[config.mk]
export PLATFORM = sky130hd
export DESIGN_NAME = irq_steer_ctrl
export DESIGN_NICKNAME = d
export VERILOG_FILES = /design/src/rtl/irq_steer_pkg.sv /design/src/rtl/irq_sync_bank.sv /design/src/rtl/irq_route.sv /design/src/rtl/irq_nmi_fsm.sv /design/src/rtl/irq_steer_ctrl.sv
export SDC_FILE = /design/constraint.sdc
export NUM_CORES = 1
export LEC_CHECK = 0
export ABC_AREA = 1
export BUFFER_PORTS_ARGS = -buffer_cell sky130_fd_sc_hd__buf_2
export CORE_MARGIN = 3
export CORE_UTILIZATION = 25
export CTS_CLUSTER_SIZE = 30
export DETAILED_ROUTE_END_ITERATION = 8
export GPL_TIMING_DRIVEN = 0
export SLEW_MARGIN = 20
export SYNTH_ARGS = -nofsm -noshare
export SYNTH_HDL_FRONTEND = slang
export SYNTH_HIERARCHICAL = 1
export SYNTH_SLANG_ARGS = --single-unit
export TNS_END_PERCENT = 1
[constraint.sdc]
create_clock -name clk -period 1.25 [get_ports clk]
set_input_delay 0.1875 -clock clk [delete_from_list [all_inputs] [get_ports clk]]
set_output_delay 0.1875 -clock clk [all_outputs]
set_load 0.02 [all_outputs]
[src/rtl/irq_steer_pkg.sv]
package irq_steer_pkg;

    typedef enum logic [2:0] {
        ADDR_ENABLE  = 3'd0,
        ADDR_STEER   = 3'd1,
        ADDR_PINMODE = 3'd2,
        ADDR_EPMODE  = 3'd3,
        ADDR_PENDING = 3'd4,
        ADDR_NMIFLAG = 3'd5
    } reg_addr_e;

    typedef enum logic {
        NMI_IDLE = 1'b0,
        NMI_HELD = 1'b1
    } nmi_state_e;

endpackage

[src/rtl/irq_sync_bank.sv]
module irq_sync_bank #(
    parameter int WIDTH = 1,
    parameter int STAGES = 2,
    parameter logic [WIDTH-1:0] RESET_VAL = '1
) (
    input  logic             clk,
    input  logic             rst_n,
    input  logic [WIDTH-1:0] d,
    output logic [WIDTH-1:0] q
);
    logic [WIDTH-1:0] stage_q [STAGES];

    genvar s;
    generate
        for (s = 0; s < STAGES; s++) begin : g_stage
            always_ff @(posedge clk or negedge rst_n) begin
                if (!rst_n) begin
                    stage_q[s] <= RESET_VAL;
                end else begin
                    if (s == 0) stage_q[s] <= d;
                    else        stage_q[s] <= stage_q[(s == 0) ? 0 : s-1];
                end
            end
        end
    endgenerate

    assign q = stage_q[STAGES-1];
endmodule

[src/rtl/irq_route.sv]
module irq_route #(
    parameter int NUM_SRC = 16,
    parameter int NUM_EP = 4
) (
    input  logic [NUM_SRC:0]   pending,
    input  logic [NUM_SRC:0]   enable,
    input  logic [NUM_SRC:0]   steer,
    input  logic [NUM_SRC-1:0] pinmode,
    input  logic               epmode,
    output logic               fiq,
    output logic               irq
);
    logic [NUM_SRC:0] live;

    always_comb begin
        live = pending & enable;
        for (int i = 0; i < NUM_SRC; i++) begin
            if (!pinmode[i]) live[i] = 1'b0;
        end
        for (int i = 0; i < NUM_EP; i++) begin
            if (epmode) live[i] = 1'b0;
        end
    end

    assign fiq = |(live & steer);
    assign irq = |(live & ~steer);
endmodule

[src/rtl/irq_nmi_fsm.sv]
module irq_nmi_fsm
    import irq_steer_pkg::*;
(
    input  logic clk,
    input  logic rst_n,
    input  logic pin_sync_n,
    input  logic clr,
    output logic held_o
);
    nmi_state_e state_q, state_d;
    logic       prev_q;
    logic       fall;

    assign fall = prev_q & ~pin_sync_n;

    always_ff @(posedge clk or negedge rst_n) begin
        if (!rst_n) begin
            state_q <= NMI_IDLE;
            prev_q  <= 1'b1;
        end else begin
            state_q <= state_d;
            prev_q  <= pin_sync_n;
        end
    end

    always_comb begin
        state_d = state_q;
        unique case (state_q)
            NMI_IDLE: if (fall) state_d = NMI_HELD;
            NMI_HELD: if (clr && !fall) state_d = NMI_IDLE;
            default:  state_d = NMI_IDLE;
        endcase
    end

    always_comb begin
        held_o = (state_q == NMI_HELD);
    end

    AST_NMI_CATCH: assert property (@(posedge clk) disable iff (!rst_n) fall |=> held_o);
    AST_NMI_STICKY: assert property (@(posedge clk) disable iff (!rst_n) (held_o && !clr) |=> held_o);
    AST_NMI_LEVEL: assert property (@(posedge clk) disable iff (!rst_n) (!held_o && !fall) |=> !held_o);
    AST_NMI_NO_LOSS: assert property (@(posedge clk) disable iff (!rst_n) (clr && fall) |=> held_o);
endmodule

[src/rtl/irq_steer_ctrl.sv]
module irq_steer_ctrl
    import irq_steer_pkg::*;
#(
    parameter int NUM_SRC = 16,
    parameter int NUM_EP = 4,
    parameter int NUM_CORE = 2,
    parameter int SYNC_STAGES = 2,
    parameter int DATA_W = 32
) (
    input  logic                clk,
    input  logic                rst_n,
    input  logic [NUM_SRC-1:0]  ext_irq_n,
    input  logic                hp_irq_n,
    input  logic [NUM_CORE-1:0] nmi_n,
    input  logic [NUM_EP-1:0]   ep_int_req,
    input  logic                reg_we,
    input  logic [2:0]          reg_addr,
    input  logic [DATA_W-1:0]   reg_wdata,
    output logic [DATA_W-1:0]   reg_rdata,
    output logic                fiq_o,
    output logic                irq_o,
    output logic [NUM_CORE-1:0] nmi_o,
    output logic [NUM_EP-1:0]   ep_drive_low
);
    localparam int SRC_ALL = NUM_SRC + 1;

    logic [SRC_ALL-1:0]  enable_q, steer_q;
    logic [NUM_SRC-1:0]  pinmode_q;
    logic                epmode_q;
    logic [SRC_ALL-1:0]  sync_n, pending;
    logic [NUM_CORE-1:0] nmi_sync_n, nmi_clr;
    logic                unused_wdata;

    assign unused_wdata = ^reg_wdata[DATA_W-1:SRC_ALL];

    // configuration registers
    always_ff @(posedge clk or negedge rst_n) begin
        if (!rst_n) begin
            enable_q  <= '0;
            steer_q   <= '0;
            pinmode_q <= '0;
            epmode_q  <= 1'b0;
        end else if (reg_we) begin
            unique case (reg_addr_e'(reg_addr))
                ADDR_ENABLE:  enable_q  <= reg_wdata[SRC_ALL-1:0];
                ADDR_STEER:   steer_q   <= reg_wdata[SRC_ALL-1:0];
                ADDR_PINMODE: pinmode_q <= reg_wdata[NUM_SRC-1:0];
                ADDR_EPMODE:  epmode_q  <= reg_wdata[0];
                default: ;
            endcase
        end
    end

    assign nmi_clr = (reg_we && reg_addr == ADDR_NMIFLAG) ? reg_wdata[NUM_CORE-1:0] : '0;

    always_comb begin
        reg_rdata = '0;
        unique case (reg_addr_e'(reg_addr))
            ADDR_ENABLE:  reg_rdata[SRC_ALL-1:0]  = enable_q;
            ADDR_STEER:   reg_rdata[SRC_ALL-1:0]  = steer_q;
            ADDR_PINMODE: reg_rdata[NUM_SRC-1:0]  = pinmode_q;
            ADDR_EPMODE:  reg_rdata[0]            = epmode_q;
            ADDR_PENDING: reg_rdata[SRC_ALL-1:0]  = pending;
            ADDR_NMIFLAG: reg_rdata[NUM_CORE-1:0] = nmi_o;
            default:      reg_rdata = '0;
        endcase
    end

    irq_sync_bank #(.WIDTH(SRC_ALL), .STAGES(SYNC_STAGES), .RESET_VAL('1)) u_src_sync (
        .clk(clk), .rst_n(rst_n), .d({hp_irq_n, ext_irq_n}), .q(sync_n)
    );

    assign pending = ~sync_n;

    irq_route #(.NUM_SRC(NUM_SRC), .NUM_EP(NUM_EP)) u_route (
        .pending(pending), .enable(enable_q), .steer(steer_q),
        .pinmode(pinmode_q), .epmode(epmode_q), .fiq(fiq_o), .irq(irq_o)
    );

    assign ep_drive_low = epmode_q ? ep_int_req : '0;

    irq_sync_bank #(.WIDTH(NUM_CORE), .STAGES(SYNC_STAGES), .RESET_VAL('1)) u_nmi_sync (
        .clk(clk), .rst_n(rst_n), .d(nmi_n), .q(nmi_sync_n)
    );

    genvar c;
    generate
        for (c = 0; c < NUM_CORE; c++) begin : g_core
            irq_nmi_fsm u_nmi (
                .clk(clk), .rst_n(rst_n), .pin_sync_n(nmi_sync_n[c]),
                .clr(nmi_clr[c]), .held_o(nmi_o[c])
            );
        end
    endgenerate

    AST_MASKED_QUIET: assert property (@(posedge clk) disable iff (!rst_n) (enable_q == '0) |-> !(fiq_o || irq_o));
    AST_GPIO_QUIET: assert property (@(posedge clk) disable iff (!rst_n) (pinmode_q == '0 && !enable_q[NUM_SRC]) |-> !(fiq_o || irq_o));
    AST_EP_SILENT: assert property (@(posedge clk) disable iff (!rst_n) (epmode_q && enable_q[SRC_ALL-1:NUM_EP] == '0) |-> !(fiq_o || irq_o));
    AST_EP_IDLE: assert property (@(posedge clk) disable iff (!rst_n) !epmode_q |-> (ep_drive_low == '0));
endmodule

==> results.yml <==
outcome:
  status: "complete, but fails checks"
  violations: "setup timing"
floorplan:
  die_x_um: 140
  start_util_pct: 25.7
  die_area_um2: 19500
  num_io_pins: 101
  num_rows: 48
  chipHeight_um: 140
  core_region_area_um2: 17400
worst_setup_path:
  worstSetupPathType: "flip-flop to primary output"
  rrSetupSlack_ps: 420
  critPathArrivalTime_ps: 1640
  cp-start-kind: "flip-flop"
  end_kind: "primary output"
  worst-path-max-fanout: 10
  crit_required_ps: 1060
sta:
  rsz0062_at_grt: "true"
  finalCritPeriodShare_pct: 146
  setup_slack_ps: -576
  finalSetupViolations: 23
  fin_skew_ps: 4.14
  fin_crit_ps: 1830
  hold_viol: 0
  setup-tns-final_ps: -5850
  clock.fmax_mhz: 548
  maxSlewViolCount: 0
global_routing:
  grt_pass1_vias: 3639
  grtUsageTotal_pct: 13.1
  grt_pass1_wl_um: 20100
  grt_max_degree: 64
  antenna_found_initial: 0
  grt_overflow: 0
cells_and_area:
  seq_area_um2: 2380
  multi_input_area_um2: 1560
  fillCellCount: 1870
  num_antenna_cells: 0
  area_growth_pct: 28.3
  layout_commonest_cell: "nand2_1"
  fin_cells: 836
  layout-drive-gt1-share_pct: 37.5
  final_cell_mix: "96 x nand2_1, 63 x buf_2, 59 x nand3_1"
  nNetsFinal: 667
synth:
  ys_seq_area_share_pct: 53.1
  yosys.area.top_type: "dfrtp_1"
  syn_area_um2: 4480
  synth_cell_type_count: 27
  yosys.area.top_type_share_pct: 29.6
  ys_ff_latch: 93
  synth_warnings: 6
  syn_avg_cell_area_um2: 8.86
  yosys-top-cells-area: "dfrtp_1 30%, dfstp_2 23%, nand2_1 8.3%"
  synth_cells: 505
detailed_routing:
  vias: 3738
  drt_iter0_markers: 350
  drtPass1Iterations: 5
  ant_nets: 0
  wl_per_cell_um: 15.1
  wl_um: 12700
  drc_errors: 0
  via_per_inst: 4.47
clock_network:
  post-cts-setup-buffer-count: 0
  cts.reportedPaths.clkPinSlew_ps: 60
  clkLatencyLatePin_ps: 350
  clock-root-buffer: "clkbuf_16"
  clk_path_buf_depth: 2
  htreeDepth: 3
  cts_buffers: 9
  cts_tree: "yes"
  cts.sinks: 93
hold_path:
  hp-class: "primary input to flip-flop"
placement:
  dpl.cell_count: 813
  port_buffers: 68
  gp_congestion: 0.796
  dpl_worst_slack_ps: -460
  post-dp-hpwl_um: 8810
power_and_ir_drop:
  vdd_drop_max_mv: 0.763
  powerDensity_nw_per_um2: 1420
  p_leak_nw: 2.82
  fin_total_pwr_mw: 8.15
run:
  maxCapViolCount: 0
## cells in the mapped netlist
cell type / instances
clkbuf_1: 3
dfrtp_1: 53
nand2_2: 1
nand3_1: 63
nand2_1: 99
inv_4: 1
inv_2: 1
nor2_1: 20
buf_4: 36
buf_6: 3
buf_1: 1
o21ai_2: 17
nand4_2: 1
o21ai_1: 8
dfstp_2: 40
clkinv_1: 1
buf_2: 10
nor3_4: 2
nand3b_1: 1
nand4_1: 44
nand2_4: 1
conb_1: 1
o21ai_0: 26
nor3_2: 1
clkbuf_2: 2
inv_1: 68
nor2_4: 1
## cells by family after synthesis
kind of cell / count (synthesis) / share of synthesized area, %
other cells: 1 / 0.0838
flops: 93 / 53.1
buf+inv: 126 / 14.5
simple gates: 234 / 25.2
compound gates: 51 / 7.13
## through the flow
| stage | util (%) | instance area (um2) | hold slack [ps] |
|---|---|---|---|
| 5_1_grt | 33.0 | 5740 | 130 |
| 3_5_place_dp | 29.8 | 5190 | 94.1 |
| 3_3_place_gp | 29.6 | 5150 | 292 |
| 6_report | 33.0 | 5740 | 123 |
| 4_1_cts | 32.7 | 5690 | 112 |
| 2_1_floorplan | - | 4530 | -108 |
## power by group
group,switching (mW),leakage [nW],internal [mW],total [mW]
clock,1.15,0.152,1.71,2.86
sequential,0.371,1.08,3.44,3.81
combinational,0.878,1.58,0.598,1.48
total,2.40,2.82,5.75,8.15
## sequential cells by signal, summed over array words and instances (netlist names)
signal               cells
steer_q                 17
pinmode_q               16
enable_q                17
g_core.u_nmi/prev_q      2
u_nmi_sync/stage_q       2
u_nmi_sync/q             2
g_core.u_nmi/held_o      2
epmode_q                 1
u_src_sync/stage_q      17
u_src_sync/q            17
## per-layer routing
| layer | GRT usage [%] | wire [um] |
|---|---|---|
| met5 | 0 | 0 |
| met3 | 3.85 | 859 |
| met2 | 20.3 | 5840 |
| met1 | 18.2 | 5800 |
| met4 | 3.37 | 161 |
## path summary, 6_finish.rpt
path                                                  startpoint                          endpoint  cells after the start
worst max-delay path                        epmode_q$_DFFE_PN0P_                             fiq_o                      6
worst min-delay path                               reg_wdata[11]           steer_q[11]$_DFFE_PN0P_                      3
worst max register to register         u_nmi_sync/q[0]$_DFF_PN1_  g_core[0].u_nmi/held_o$_DFF_PN0_                      4
worst min register to register  u_src_sync/stage_q[25]$_DFF_PN1_         u_src_sync/q[8]$_DFF_PN1_                      0
max in group asynchronous                                  rst_n         u_src_sync/q[0]$_DFF_PN1_                      3
min in group asynchronous                                  rst_n           steer_q[13]$_DFFE_PN0P_                      2
## what timing repair did
action	in CTS	in global routing
setup endpoints to repair	23	23
endpoints found under the hold margin	49	0
pin swaps	31	14
hold buffers	20	0
gates resized for setup	41	28
## critical path, cell delays in order (launching register included)
cell and delay, ps:
dfrtp_2 510, inv_1 100, nand4_2 120, nor2_1 190, nor2_4 50, nand4_1 150
buf_4 170
## cell type report
class / instances / area share (%)
Clock inverter: 3 / 0.741
Timing Repair Buffer: 89 / 10.6
Sequential cell: 93 / 41.4
Buffer: 42 / 5.56
Multi-Input combinational cell: 300 / 27.2
Inverter: 71 / 4.84
Tap cell: 225 / 4.90
Clock buffer: 13 / 4.71
Power figures use the tool's default switching activity.
